<file path="config.mk">
export PLATFORM = sky130hd
export DESIGN_NAME = tenure_ctrl
export DESIGN_NICKNAME = d
export VERILOG_FILES = /design/src/rtl/tenure_pkg.sv /design/src/rtl/tenure_lat_counter.sv /design/src/rtl/tenure_beat_counter.sv /design/src/rtl/tenure_start_gate.sv /design/src/rtl/tenure_ctrl.sv
export SDC_FILE = /design/constraint.sdc
export NUM_CORES = 1
export LEC_CHECK = 0
export BUFFER_PORTS_ARGS = -buffer_cell sky130_fd_sc_hd__clkbuf_2
export CAP_MARGIN = 20
export CORE_UTILIZATION = 50
export DETAILED_ROUTE_END_ITERATION = 8
export PLACE_DENSITY = 0.81
export SLEW_MARGIN = 10
export SYNTH_ARGS = -nofsm -noshare
export SYNTH_HDL_FRONTEND = slang
export SYNTH_HIERARCHICAL = 1
export SYNTH_SLANG_ARGS = --single-unit
</file>
<file path="constraint.sdc">
create_clock -name clk -period 3.3 [get_ports clk]
set_input_delay 0.165 -clock clk [delete_from_list [all_inputs] [get_ports clk]]
set_output_delay 0.165 -clock clk [all_outputs]
set_load 0.005 [all_outputs]
</file>
<file path="src/rtl/tenure_pkg.sv">
package tenure_pkg;
  typedef enum logic [1:0] {
    ST_IDLE = 2'd0,
    ST_WAIT = 2'd1,
    ST_XFER = 2'd2
  } tenure_st_e;
endpackage

</file>
<file path="src/rtl/tenure_lat_counter.sv">
module tenure_lat_counter #(
  parameter int LAT_W = 8
) (
  input  logic             clk,
  input  logic             rst_n,
  input  logic             load_i,
  input  logic [LAT_W-1:0] load_val_i,
  input  logic             run_i,
  output logic [LAT_W-1:0] cnt_o,
  output logic             expired_o
);
  localparam logic [LAT_W-1:0] ZERO = '0;
  localparam logic [LAT_W-1:0] ONE  = LAT_W'(1);

  logic [LAT_W-1:0] cnt_q;

  always_ff @(posedge clk or negedge rst_n) begin
    if (!rst_n)                       cnt_q <= ZERO;
    else if (load_i)                  cnt_q <= load_val_i;
    else if (run_i && cnt_q != ZERO)  cnt_q <= cnt_q - ONE;
  end

  assign cnt_o     = cnt_q;
  assign expired_o = (cnt_q == ZERO);

  // the counter takes the guaranteed tenure value when loaded
  assert_load_R4: assert property (@(posedge clk) disable iff (!rst_n)
    load_i |=> cnt_o == $past(load_val_i));
  // one step down per owned clock
  assert_step_R4: assert property (@(posedge clk) disable iff (!rst_n)
    (run_i && !load_i && cnt_o != ZERO) |=> cnt_o == $past(cnt_o) - ONE);
  // holds at zero, never wraps
  assert_no_wrap_R4: assert property (@(posedge clk) disable iff (!rst_n)
    (!load_i && cnt_o == ZERO) |=> cnt_o == ZERO);
endmodule

</file>
<file path="src/rtl/tenure_beat_counter.sv">
module tenure_beat_counter #(
  parameter int LEN_W = 8
) (
  input  logic             clk,
  input  logic             rst_n,
  input  logic             clear_i,
  input  logic             beat_i,
  input  logic [LEN_W-1:0] len_i,
  output logic [LEN_W-1:0] count_o,
  output logic [LEN_W-1:0] next_o,
  output logic             last_o
);
  localparam logic [LEN_W-1:0] ONE = LEN_W'(1);

  logic [LEN_W-1:0] count_q;

  assign next_o  = beat_i ? count_q + ONE : count_q;
  assign last_o  = beat_i && (next_o == len_i);
  assign count_o = count_q;

  always_ff @(posedge clk or negedge rst_n) begin
    if (!rst_n)       count_q <= '0;
    else if (clear_i) count_q <= '0;
    else              count_q <= next_o;
  end

  // a cycle without a completed data phase leaves the count unchanged
  assert_hold_R10: assert property (@(posedge clk) disable iff (!rst_n)
    (!clear_i && !beat_i) |=> $stable(count_o));
  // each completed data phase adds exactly one
  assert_inc_R5: assert property (@(posedge clk) disable iff (!rst_n)
    (!clear_i && beat_i) |=> count_o == $past(count_o) + ONE);
endmodule

</file>
<file path="src/rtl/tenure_start_gate.sv">
module tenure_start_gate (
  input  logic armed_i,
  input  logic gnt_i,
  input  logic bus_frame_i,
  input  logic bus_rdy_i,
  output logic go_o
);
  logic bus_idle;
  assign bus_idle = !bus_frame_i && !bus_rdy_i;
  assign go_o     = armed_i && gnt_i && bus_idle;
endmodule

</file>
<file path="src/rtl/tenure_ctrl.sv">
module tenure_ctrl
  import tenure_pkg::*;
#(
  parameter int LEN_W = 8,
  parameter int LAT_W = 8
) (
  input  logic             clk,
  input  logic             rst_n,
  input  logic             req_valid_i,
  output logic             req_ready_o,
  input  logic [LEN_W-1:0] req_len_i,
  input  logic [LAT_W-1:0] lat_value_i,
  input  logic             gnt_i,
  input  logic             bus_frame_i,
  input  logic             bus_rdy_i,
  input  logic             tgt_ready_i,
  output logic             start_o,
  output logic             frame_o,
  output logic             release_o,
  output logic [LEN_W-1:0] rel_count_o,
  output logic             rel_cut_o
);
  localparam logic [LEN_W-1:0] LEN_ONE = LEN_W'(1);

  tenure_st_e       state_q;
  logic [LEN_W-1:0] len_q;
  logic             lost_q;
  logic             start_q;
  logic             rel_q;
  logic [LEN_W-1:0] rel_cnt_q;
  logic             rel_cut_q;

  logic             go;
  logic             owned;
  logic             take;
  logic             lost_now;
  logic             beat;
  logic             stop;
  logic             lat_expired;
  logic [LAT_W-1:0] lat_cnt;
  logic [LEN_W-1:0] beats_cnt;
  logic [LEN_W-1:0] beats_next;
  logic             beats_last;

  assign owned    = (state_q == ST_XFER);
  assign take     = (state_q == ST_IDLE) && req_valid_i;
  assign beat     = owned && tgt_ready_i;
  assign lost_now = lost_q || !gnt_i;
  assign stop     = beat && (beats_last || (lost_now && lat_expired));

  tenure_start_gate u_gate (
    .armed_i     (state_q == ST_WAIT),
    .gnt_i       (gnt_i),
    .bus_frame_i (bus_frame_i),
    .bus_rdy_i   (bus_rdy_i),
    .go_o        (go)
  );

  tenure_lat_counter #(.LAT_W(LAT_W)) u_lat (
    .clk        (clk),
    .rst_n      (rst_n),
    .load_i     (go),
    .load_val_i (lat_value_i),
    .run_i      (owned),
    .cnt_o      (lat_cnt),
    .expired_o  (lat_expired)
  );

  tenure_beat_counter #(.LEN_W(LEN_W)) u_beats (
    .clk     (clk),
    .rst_n   (rst_n),
    .clear_i (go),
    .beat_i  (beat),
    .len_i   (len_q),
    .count_o (beats_cnt),
    .next_o  (beats_next),
    .last_o  (beats_last)
  );

  always_ff @(posedge clk or negedge rst_n) begin
    if (!rst_n) begin
      state_q   <= ST_IDLE;
      len_q     <= LEN_ONE;
      lost_q    <= 1'b0;
      start_q   <= 1'b0;
      rel_q     <= 1'b0;
      rel_cnt_q <= '0;
      rel_cut_q <= 1'b0;
    end else begin
      start_q <= go;
      rel_q   <= stop;
      case (state_q)
        ST_IDLE: if (take) begin
          len_q   <= (req_len_i == '0) ? LEN_ONE : req_len_i;
          state_q <= ST_WAIT;
        end
        ST_WAIT: if (go) begin
          lost_q  <= 1'b0;
          state_q <= ST_XFER;
        end
        ST_XFER: begin
          lost_q <= lost_now;
          if (stop) begin
            state_q   <= ST_IDLE;
            rel_cnt_q <= beats_next;
            rel_cut_q <= !beats_last;
          end
        end
        default: state_q <= ST_IDLE;
      endcase
    end
  end

  assign req_ready_o = (state_q == ST_IDLE);
  assign start_o     = start_q;
  assign frame_o     = owned;
  assign release_o   = rel_q;
  assign rel_count_o = rel_cnt_q;
  assign rel_cut_o   = rel_cut_q;

  // never ready while the bus is owned
  assert_ready_idle_R1: assert property (@(posedge clk) disable iff (!rst_n)
    req_ready_o |-> !frame_o);
  // a start follows an edge with grant and an idle bus
  assert_start_gate_R2: assert property (@(posedge clk) disable iff (!rst_n)
    start_o |-> $past(gnt_i && !bus_frame_i && !bus_rdy_i));
  // frame rises only together with the start pulse
  assert_frame_rise_R2: assert property (@(posedge clk) disable iff (!rst_n)
    $rose(frame_o) |-> start_o);
  // release is a single pulse after the frame ends
  assert_rel_pulse_R9: assert property (@(posedge clk) disable iff (!rst_n)
    release_o |=> !release_o);
  assert_rel_frame_R9: assert property (@(posedge clk) disable iff (!rst_n)
    release_o |-> (!frame_o && $past(frame_o)));
  // reported count is nonzero and never above the request
  assert_count_bound_R5: assert property (@(posedge clk) disable iff (!rst_n)
    release_o |-> (rel_count_o != '0 && rel_count_o <= len_q));
  // a cut burst always had its grant withdrawn
  assert_cut_cause_R8: assert property (@(posedge clk) disable iff (!rst_n)
    (release_o && rel_cut_o) |-> lost_q);
  // with the counter expired and grant lost, a completed phase ends the tenure
  assert_expired_stop_R6: assert property (@(posedge clk) disable iff (!rst_n)
    (owned && tgt_ready_i && lost_now && lat_cnt == '0) |=> (release_o && !frame_o));
  // a stalled phase keeps the frame
  assert_stall_R10: assert property (@(posedge clk) disable iff (!rst_n)
    (owned && !tgt_ready_i) |=> frame_o);
  // the count never passes the request while owned
  assert_beats_R5: assert property (@(posedge clk) disable iff (!rst_n)
    owned |-> beats_cnt < len_q);
endmodule

</file>
==> impl_metrics.env, run 1 <==
export IMPL_grt_pass1_vias=1466
export IMPL_cp_max_fo=10
export IMPL_synth_edf_count=0
export IMPL_dpl_worst_slack_ns=0.3276
export IMPL_finalCritPeriodShare_pct=90.49
export IMPL_yosysUniqueCellTypes=53
export IMPL_synthCells=181
export IMPL_grt_usage_pct=21.04
export IMPL_cp_required_ns=3.47
export IMPL_first_pass_iters=4
export IMPL_num_vias=1488
export IMPL_ant_nets=0
export IMPL_critical_path_class="register to register"
export IMPL_synth_top_area_share_pct=44.96
export IMPL_drive_gt1_share_pct=29.22
export IMPL_drtIter0Drc=106
export IMPL_max_freq_mhz=334.9
export IMPL_rows=22
export IMPL_setup_viol_count_final=0
export IMPL_final_cells=267
export IMPL_postCtsSetupBuffers=0
export IMPL_place_congestion=0.7927
export IMPL_clkPwrFrac_pct=21.0
export IMPL_drc=0
export IMPL_clkLatencyLatePin_ns=0.29
export IMPL_p_sw_mw=0.4875
export IMPL_layout_cells_most_common="dfrtp_1"
export IMPL_ir_drop_uv=347.4
export IMPL_drv_slew=0
export IMPL_drv_cap=0
export IMPL_netlist_area_sq_um=2059
export IMPL_final_cell_mix="dfrtp_1 (37), clkbuf_2 (35), nor2_1 (12)"
export IMPL_cellPowerDensity_nw_per_um2=615.3
export IMPL_grt_max_degree=39
export IMPL_area_growth_pct=13.43
export IMPL_wirelength_um=3937
export IMPL_endpoint_kind="register"
export IMPL_postSynth_asyncResetShare_pct=100.0
export IMPL_fp_dieH_um=66.18
export IMPL_overflow=0
export IMPL_tightest_slew_ns=0.9327
export IMPL_avgViaCountPerCell=5.573
export IMPL_synthesis_nets=207
export IMPL_power_frac_seq_pct=49.7
export IMPL_yosysTopAreaCell="dfrtp_1"
export IMPL_fin_ws_ns=0.3139
export IMPL_final_hold_viol_count=0
export IMPL_cts_tree="yes"
export IMPL_intPower_mw=0.9497
export IMPL_totalPowerFinal_mw=1.437
export IMPL_swShare_pct=33.92
export IMPL_holdBufCountCts=0
export IMPL_grt_pass1_wl_um=6817
export IMPL_dp_hpwl_um=2752
export IMPL_clkSlewWorstSetupHoldPaths_ns=0.08
export IMPL_rsz0062_at_grt="false"
export IMPL_r2r_slack_ns=0.31
export IMPL_dpl_cell_count=260
export IMPL_clockBufferDepth=2
export IMPL_holdCritPathClass="primary input to asynchronous set/reset pin"
export IMPL_cp_start_kind="register"
export IMPL_nets=245
export IMPL_tns_ns=0
export IMPL_wl_per_cell_um=14.75
export IMPL_core_area_sq_um=3799
export IMPL_syn_area_per_cell_sq_um=11.38
export IMPL_htreeDepth=2
export IMPL_fin_crit_ns=2.986
export IMPL_post_cts_resized=0
export IMPL_ys_flop_type="dfrtp_1"
export IMPL_fin_worst_skew_ns=0.01140
export IMPL_synth_seq_area_share_pct=46.23
export IMPL_ios=36
export IMPL_dieWidth_um=66.18
export IMPL_cts_root_buf="clkbuf_8"
export IMPL_slew_headroom_pct=37.82
export IMPL_leakage_nw=1.102
export IMPL_antenna_found_initial=0
export IMPL_die_area_sq_um=4380
export IMPL_initial_core_util_pct=54.22
export IMPL_arrival_ns=3.16
export IMPL_synthTopCellsByArea="dfrtp_1 (45%), mux2_4 (5.8%), mux2_1 (3.8%)"
export IMPL_p_comb_share_pct=29.3
export IMPL_n_antenna_cell=0
export IMPL_yosysWarnings=6
export IMPL_status="finished, final reports clean"
export IMPL_port_buffers=35
export IMPL_synth_seq_cells=38
export IMPL_numCtsBuffers=5
export IMPL_cts_sinks=38
==> cells in the mapped netlist (all sizes together) (5+ instances only) <==
cell,count
a21oi,8
dfrtp,37
inv,8
mux2,16
nand2,7
nand4,5
nor2,12
nor2b,10
nor3,5
o21ai,7
xnor2,8
xor2,7
==> power groups by stage <==
stage                     registers [mW]  clock network, mW  logic, mW
after floorplan                    0.687                  0      0.338
after global placement             0.712                  0      0.409
after detailed placement           0.719                  0      0.419
after CTS                          0.712              0.311      0.423
after global routing               0.737              0.332      0.474
final                              0.714              0.301      0.422
==> registers in the layout (all words and copies together) (netlist names) <==
register,count
start_o,1
lost_q,1
u_beats/count_o,8
release_o,1
len_q,8
rel_cut_o,1
rel_count_o,8
state_q,2
u_lat/cnt_o,8
==> area by class of cell <==
class | instances | area (sq um)
sequential | 38 | 952.2
timing repair buffer | 36 | 182.7
inverter | 9 | 33.78
fill | 320 | 1463
clock buffer | 5 | 68.82
multi-input combinational | 129 | 1028
tap | 48 | 60.06
clock inverter | 2 | 10.01
==> stage by stage <==
step	instance area, sq um	hold WS (ns)	util [%]
floorplan	2059	-0.1306	-
global placement	2257	0.3406	59.42
detailed placement	2257	0.3550	59.42
CTS	2336	0.03550	61.50
global route	2336	0.07059	61.50
finish	2336	0.001484	61.50
==> critical path, cell delays in order (launching register included) <==
cell       delay (ns)
dfrtp_1          0.45
nor2b_4          0.13
and2_4           0.21
and4_4           0.25
nand3_4          0.11
nor2_1           0.27
xor2_1           0.13
a2111oi_2        0.56
a21oi_4          0.07
nor2b_4          0.36
mux2_4           0.34
==> logic make-up (layout without fill, tap and decap cells) <==
| group | Yosys count | in the layout | synth area share (%) |
|---|---|---|---|
| xor gates and xnor gates | 16 | 16 | 7.837 |
| DFF | 38 | 38 | 46.23 |
| AOI/OAI and AO/OA | 32 | 32 | 11.48 |
| muxes | 16 | 16 | 10.21 |
| adders and majority gates | 3 | 3 | 1.823 |
| buffers and inverters | 14 | 52 | 3.827 |
| and+or+nand+nor | 62 | 62 | 18.59 |
==> per-layer routing <==
layer	share of wire [%]	wire [um]	vias up	track usage, %
met5	0	0	-	0
met4	1.5	58	0	9.840
met3	3.2	125	5	4.138
met2	49	1928	35	34.69
met1	46	1825	720	26.38
li1	-	-	728	-
==> final timing paths <==
kind / start / depth (start not counted) / endpoint
max reg2reg: state_q[0] / 10 / rel_count_o[0]
min: rst_n / 1 / u_beats/count_o[5]
max: state_q[0] / 10 / rel_count_o[0]
min reg2reg: len_q[2] / 1 / len_q[2]
min in group clk: req_len_i[5] / 2 / len_q[5]
max in group asynchronous: rst_n / 1 / state_q[1]
(Power assumes the default switching activity.)
==> run 2, diff against run 1 <==
==> constraint.sdc (replaced) <==
create_clock -name clk -period 3.3 [get_ports clk]
set_input_delay 0.495 -clock clk [delete_from_list [all_inputs] [get_ports clk]]
set_output_delay 0.495 -clock clk [all_outputs]
set_load 0.005 [all_outputs]
==> run 2 against run 1 <==
  * Total power increased by 12%
  * Critical path type unchanged
  * Sequential cell count unchanged
  * Sequential power about the same
  * Die area unchanged
  * Fmax about the same
  * Worst hold slack improved by 0.33 ns
  * Largest power group unchanged
  * Global-route usage decreased by 0.71 points
  * Critical endpoint is now rel_count_o[5]
  * Combinational power decreased by 1%
  * First-iteration DRC count decreased by 12%
  * Clock power increased by 61%
==> impl_metrics.env, run 2 (synthesis gave the netlist of run 1 again) <==
export IMPL_htreeDepth=2
export IMPL_use_met2_pct=32.91
export IMPL_cts_tree="yes"
export IMPL_tightest_slew_ns=0.9329
export IMPL_crit_family="simple AND/OR/NAND/NOR gates"
export IMPL_tns_ns=0
export IMPL_grt_util_met3_pct=4.138
export IMPL_drv_slew=0
export IMPL_final_hold_viol_count=0
export IMPL_antenna_found_initial=0
export IMPL_path_cells="nor2b_4 > and2_4 > and4_4 > nand3_4 > xnor2_1 > a211o_1 > a2111oi_2 > a21oi_4 > nor2b_4 > mux2_4"
export IMPL_fin_worst_skew_ns=0.009528
export IMPL_totalPowerFinal_mw=1.611
export IMPL_dieWidth_um=66.18
export IMPL_dpl_worst_slack_ns=0.3000
export IMPL_dp_hpwl_um=2751
export IMPL_path_common_cell="nor2b_4"
export IMPL_place_area_sq_um=2257
export IMPL_slew_headroom_pct=37.80
export IMPL_grt_usage_pct=20.33
export IMPL_clockBufferDepth=2
export IMPL_rsz0062_at_grt="false"
export IMPL_leakage_nw=1.129
export IMPL_r2r_end="rel_count_o[5]"
export IMPL_setup_viol_count_final=0
export IMPL_first_pass_iters=4
export IMPL_cp_max_fo=10
export IMPL_ant_nets=0
export IMPL_cellPowerDensity_nw_per_um2=671.4
export IMPL_r2r_start="state_q[0]"
export IMPL_clkLatencyLatePin_ns=0.29
export IMPL_grt_max_degree=39
export IMPL_final_area_sq_um=2400
export IMPL_port_buffers=35
export IMPL_arrival_ns=3.16
export IMPL_numCtsBuffers=5
export IMPL_gr_usage_met1_pct=27.31
export IMPL_cp_start_kind="register"
export IMPL_wl_per_cell_um=14.55
export IMPL_grt_pass1_vias=1430
export IMPL_wirelength_um=3899
export IMPL_layout_cells_most_common="dfrtp_1"
export IMPL_crit_buf_inv=0
export IMPL_cp_slowest_cell="a2111oi_2"
export IMPL_final_cell_mix="dfrtp_1 (37), clkbuf_2 (35), nor2_1 (12)"
export IMPL_drtIter0Drc=93
export IMPL_max_stage_delay_ns=0.52
export IMPL_status="finished, final reports clean"
export IMPL_n_antenna_cell=0
export IMPL_avgViaCountPerCell=5.571
export IMPL_clkSlewWorstSetupHoldPaths_ns=0.08
export IMPL_initial_core_util_pct=54.22
export IMPL_ir_drop_uv=363.2
export IMPL_ios=36
export IMPL_fin_crit_ns=2.987
export IMPL_cp_required_ns=3.47
export IMPL_num_vias=1493
export IMPL_grt_pass1_wl_um=6693
export IMPL_post_cts_resized=0
export IMPL_endpoint_kind="register"
export IMPL_drv_cap=0
export IMPL_cts_sinks=38
export IMPL_r2r_cells=10
export IMPL_busiest_layer="met2"
export IMPL_drive_gt1_share_pct=29.55
export IMPL_drc=0
export IMPL_holdCritPathClass="primary input to asynchronous set/reset pin"
export IMPL_postCtsSetupBuffers=0
export IMPL_fin_ws_ns=0.3132
export IMPL_holdBufCountCts=0
export IMPL_die_area_sq_um=4380
export IMPL_core_area_sq_um=3799
export IMPL_r2r_slack_ns=0.31
export IMPL_max_freq_mhz=334.8
export IMPL_area_growth_pct=16.52
export IMPL_cts_root_buf="clkbuf_8"
export IMPL_nets=245
export IMPL_place_congestion=0.8040
export IMPL_rows=22
export IMPL_critical_path_class="register to register"
export IMPL_fp_dieH_um=66.18
export IMPL_overflow=0
export IMPL_finalCritPeriodShare_pct=90.51
-- run 2: worst max-delay path by stage --
stage               cells past startpoint   startpoint  slack [ns]              to
floorplan                              12   state_q[0]        0.48  rel_count_o[0]
global placement                       10  tgt_ready_i        0.40  rel_count_o[7]
detailed placement                     10  tgt_ready_i        0.30  rel_count_o[5]
CTS                                    10   state_q[0]        0.30  rel_count_o[5]
global route                           10   state_q[1]        0.09  rel_count_o[5]
finish                                 10   state_q[0]        0.31  rel_count_o[5]
-- run 2: cell type report --
type | instances | area (sq um)
Clock buffer | 6 | 82.58
Clock inverter | 2 | 60.06
Fill cell | 321 | 1399
Inverter | 9 | 33.78
Multi-Input combinational cell | 129 | 1028
Sequential cell | 38 | 952.2
Tap cell | 48 | 60.06
Timing Repair Buffer | 36 | 182.7
-- run 2: metrics by stage --
stage	cells	util (%)	hold slack [ns]
final	268	63.18	0.3356
after global routing	268	63.18	0.4230
after CTS	268	63.18	0.3759
after detailed placement	260	59.42	0.4831
after global placement	260	59.42	0.4731
after floorplan	181	-	0.1994
-- run 2: worst reg2reg max path: cells and delay by family, from the launching register on --
kind / cells / cell delay, ns
AOI/OAI and AO/OA: 3 / 0.90
muxes: 1 / 0.34
xor gates and xnor gates: 1 / 0.15
and+or+nand+nor: 5 / 1.07
DFF: 1 / 0.44
-- run 2: metal layers --
metal  routed length (um)  part of all wire, %  vias to the layer above
li1                     -                    -                      731
met5                    0                    0                        -
met1                 1758                   45                      715
met4                   18                 0.46                        0
met3                  166                  4.3                        2
met2                 1955                   50                       45
-- run 2: power breakdown --
group          leakage [nW]  switching [mW]  internal [mW]
Combinational         0.568           0.198          0.218
Sequential            0.489           0.122          0.590
Clock                0.0714           0.162          0.322
==> run 3, diff against run 2 <==
--- a/config.mk
+++ b/config.mk
@@ -9,7 +9,7 @@
 export CAP_MARGIN = 20
 export CORE_UTILIZATION = 50
 export DETAILED_ROUTE_END_ITERATION = 8
-export PLACE_DENSITY = 0.81
+export PLACE_DENSITY = 0.84
 export SLEW_MARGIN = 10
 export SYNTH_ARGS = -nofsm -noshare
 export SYNTH_HDL_FRONTEND = slang
==> constraint.sdc (replaced) <==
create_clock -name clk -period 2.6 [get_ports clk]
set_input_delay 0.39 -clock clk [delete_from_list [all_inputs] [get_ports clk]]
set_output_delay 0.39 -clock clk [all_outputs]
set_load 0.005 [all_outputs]
==> run 3 against run 2 <==
  * Sequential share of layout area shrank 1.2 points
  * Clock-buffer cell count is the same
  * Fmax grew 16%
  * Register-to-register slack lost 0.28 ns
  * Worst setup slack lost 0.28 ns
  * Non-clock buffer count grew 11
  * Final cell count grew 4.1%
  * Sequential cell count is the same
  * Total power grew 19%
  * Critical path depth grew 1
  * Clock skew shrank 0.0066 ns
  * Largest cell class unchanged
==> impl_metrics.env, run 3 (synthesis gave the netlist of run 1 again) <==
export IMPL_place_congestion=0.8616
export IMPL_rows=22
export IMPL_cp_start_kind="register"
export IMPL_arrival_ns=2.74
export IMPL_max_freq_mhz=389.2
export IMPL_fin_ws_ns=0.03049
export IMPL_grt_pass1_wl_um=7251
export IMPL_r2r_slack_ns=0.03
export IMPL_rsz0062_at_grt="true"
export IMPL_drc=0
export IMPL_use_met2_pct=36.10
export IMPL_path_common_cell="nor2b_4"
export IMPL_leakage_nw=1.163
export IMPL_core_area_sq_um=3799
export IMPL_critical_path_class="register to register"
export IMPL_cp_required_ns=2.78
export IMPL_drive_gt1_share_pct=34.20
export IMPL_clockBufferDepth=2
export IMPL_port_buffers=35
export IMPL_num_vias=1550
export IMPL_swShare_pct=33.88
export IMPL_fp_dieH_um=66.18
export IMPL_r2r_cells=11
export IMPL_first_pass_iters=4
export IMPL_drv_cap=0
export IMPL_max_stage_delay_ns=0.41
export IMPL_r2r_end="rel_count_o[2]"
export IMPL_final_cell_mix="dfrtp_1 (37), clkbuf_2 (35), nor2_1 (11), buf_4 (11)"
export IMPL_power_frac_seq_pct=46.5
export IMPL_dpl_cell_count=270
export IMPL_drtIter0Drc=66
export IMPL_htreeDepth=2
export IMPL_antenna_found_initial=0
export IMPL_area_growth_pct=20.23
export IMPL_final_hold_viol_count=0
export IMPL_setup_viol_count_final=0
export IMPL_clkPwrFrac_pct=22.0
export IMPL_gr_usage_met1_pct=30.77
export IMPL_path_cells="nor2b_4 > and2_4 > and4_4 > and3_4 > xnor3_1 > nand4_1 > a2111oi_4 > a21oi_4 > nor2b_4 > buf_12 > mux2_4"
export IMPL_ios=36
export IMPL_busiest_layer="met2"
export IMPL_slew_headroom_pct=37.67
export IMPL_tightest_slew_ns=0.9350
export IMPL_overflow=0
export IMPL_finalCritPeriodShare_pct=98.83
export IMPL_holdCritPathClass="primary input to asynchronous set/reset pin"
export IMPL_totalPowerFinal_mw=1.917
export IMPL_grt_max_degree=39
export IMPL_status="finished, final reports clean"
export IMPL_cts_sinks=38
export IMPL_dp_hpwl_um=3127
export IMPL_r2r_start="state_q[0]"
export IMPL_cp_max_fo=9
export IMPL_clkLatencyLatePin_ns=0.29
export IMPL_dieWidth_um=66.18
export IMPL_layout_cells_most_common="dfrtp_1"
export IMPL_fin_crit_ns=2.570
export IMPL_cts_tree="yes"
export IMPL_grt_util_met3_pct=5.517
export IMPL_drv_slew=0
export IMPL_grt_usage_pct=22.55
export IMPL_n_antenna_cell=0
export IMPL_initial_core_util_pct=54.22
export IMPL_nets=256
export IMPL_fin_worst_skew_ns=0.002879
export IMPL_wirelength_um=4321
export IMPL_ir_drop_uv=455.5
export IMPL_wl_per_cell_um=15.49
export IMPL_intPower_mw=1.268
export IMPL_p_comb_share_pct=31.5
export IMPL_cellPowerDensity_nw_per_um2=774.2
export IMPL_fillers=294
export IMPL_numCtsBuffers=5
export IMPL_grt_pass1_vias=1481
export IMPL_avgViaCountPerCell=5.556
export IMPL_die_area_sq_um=4380
export IMPL_endpoint_kind="register"
export IMPL_cp_slowest_cell="dfrtp_1"
export IMPL_cts_root_buf="clkbuf_8"
export IMPL_clkSlewWorstSetupHoldPaths_ns=0.07
export IMPL_ant_nets=0
export IMPL_final_cells=279
export IMPL_p_sw_mw=0.6494
export IMPL_dpl_worst_slack_ns=-0.03752
run 3: power by group through the flow:
stage | Combinational [mW] | Clock, mW | Sequential, mW
final | 0.604 | 0.421 | 0.892
after global routing | 0.675 | 0.461 | 0.920
after CTS | 0.601 | 0.438 | 0.891
after detailed placement | 0.597 | 0 | 0.900
after global placement | 0.572 | 0 | 0.894
after floorplan | 0.435 | 0 | 0.872
run 3: worst max-delay path by stage:
stage,from,slack [ns],end
after global routing,state_q[0],-0.12,rel_count_o[2]
after global placement,state_q[0],0.10,rel_count_o[0]
after floorplan,state_q[0],-0.07,rel_count_o[0]
final,state_q[0],0.03,rel_count_o[2]
after detailed placement,state_q[0],-0.04,rel_count_o[2]
after CTS,state_q[0],0.01,rel_count_o[2]
run 3: routing by layer:
metal | part of all wire (%) | wire, um
met1 | 46 | 1975
met2 | 50 | 2141
met3 | 3.8 | 165
met4 | 0.88 | 38
met5 | 0 | 0
run 3: through the flow:
stage	utilization [%]	setup TNS, ns	cell area, sq um	hold slack, ns
global route	65.18	-0.9162	2476	0.3034
CTS	64.89	0	2465	0.2607
detailed placement	62.38	-0.2246	2370	0.4807
floorplan	-	-0.5202	2085	0.09441
finish	65.18	0	2476	0.2303
global placement	62.38	0	2370	0.4692
run 3: critical path, delay by kind of cell, from the launching register on:
family	cells	cell delay, ns
compound gates	2	0.45
mux	1	0.30
buf+inv	1	0.14
simple gates	6	1.00
xor+xnor	1	0.15
flops	1	0.41
run 3: timing repair:
item	CTS	global route
buffers inserted	0	1
setup endpoints to repair	8	8
gates resized for setup	1	1
hold buffers	0	0
run 3: cell type report:
| class | instances | area (sq um) | area share (%) |
|---|---|---|---|
| Clock buffer | 6 | 82.58 | 3.335 |
| Clock inverter | 2 | 12.51 | 0.5053 |
| Inverter | 9 | 33.78 | 1.364 |
| Multi-Input combinational cell | 129 | 1057 | 42.70 |
| Sequential cell | 38 | 952.2 | 38.45 |
| Tap cell | 48 | 60.06 | 2.425 |
| Timing Repair Buffer | 47 | 277.8 | 11.22 |
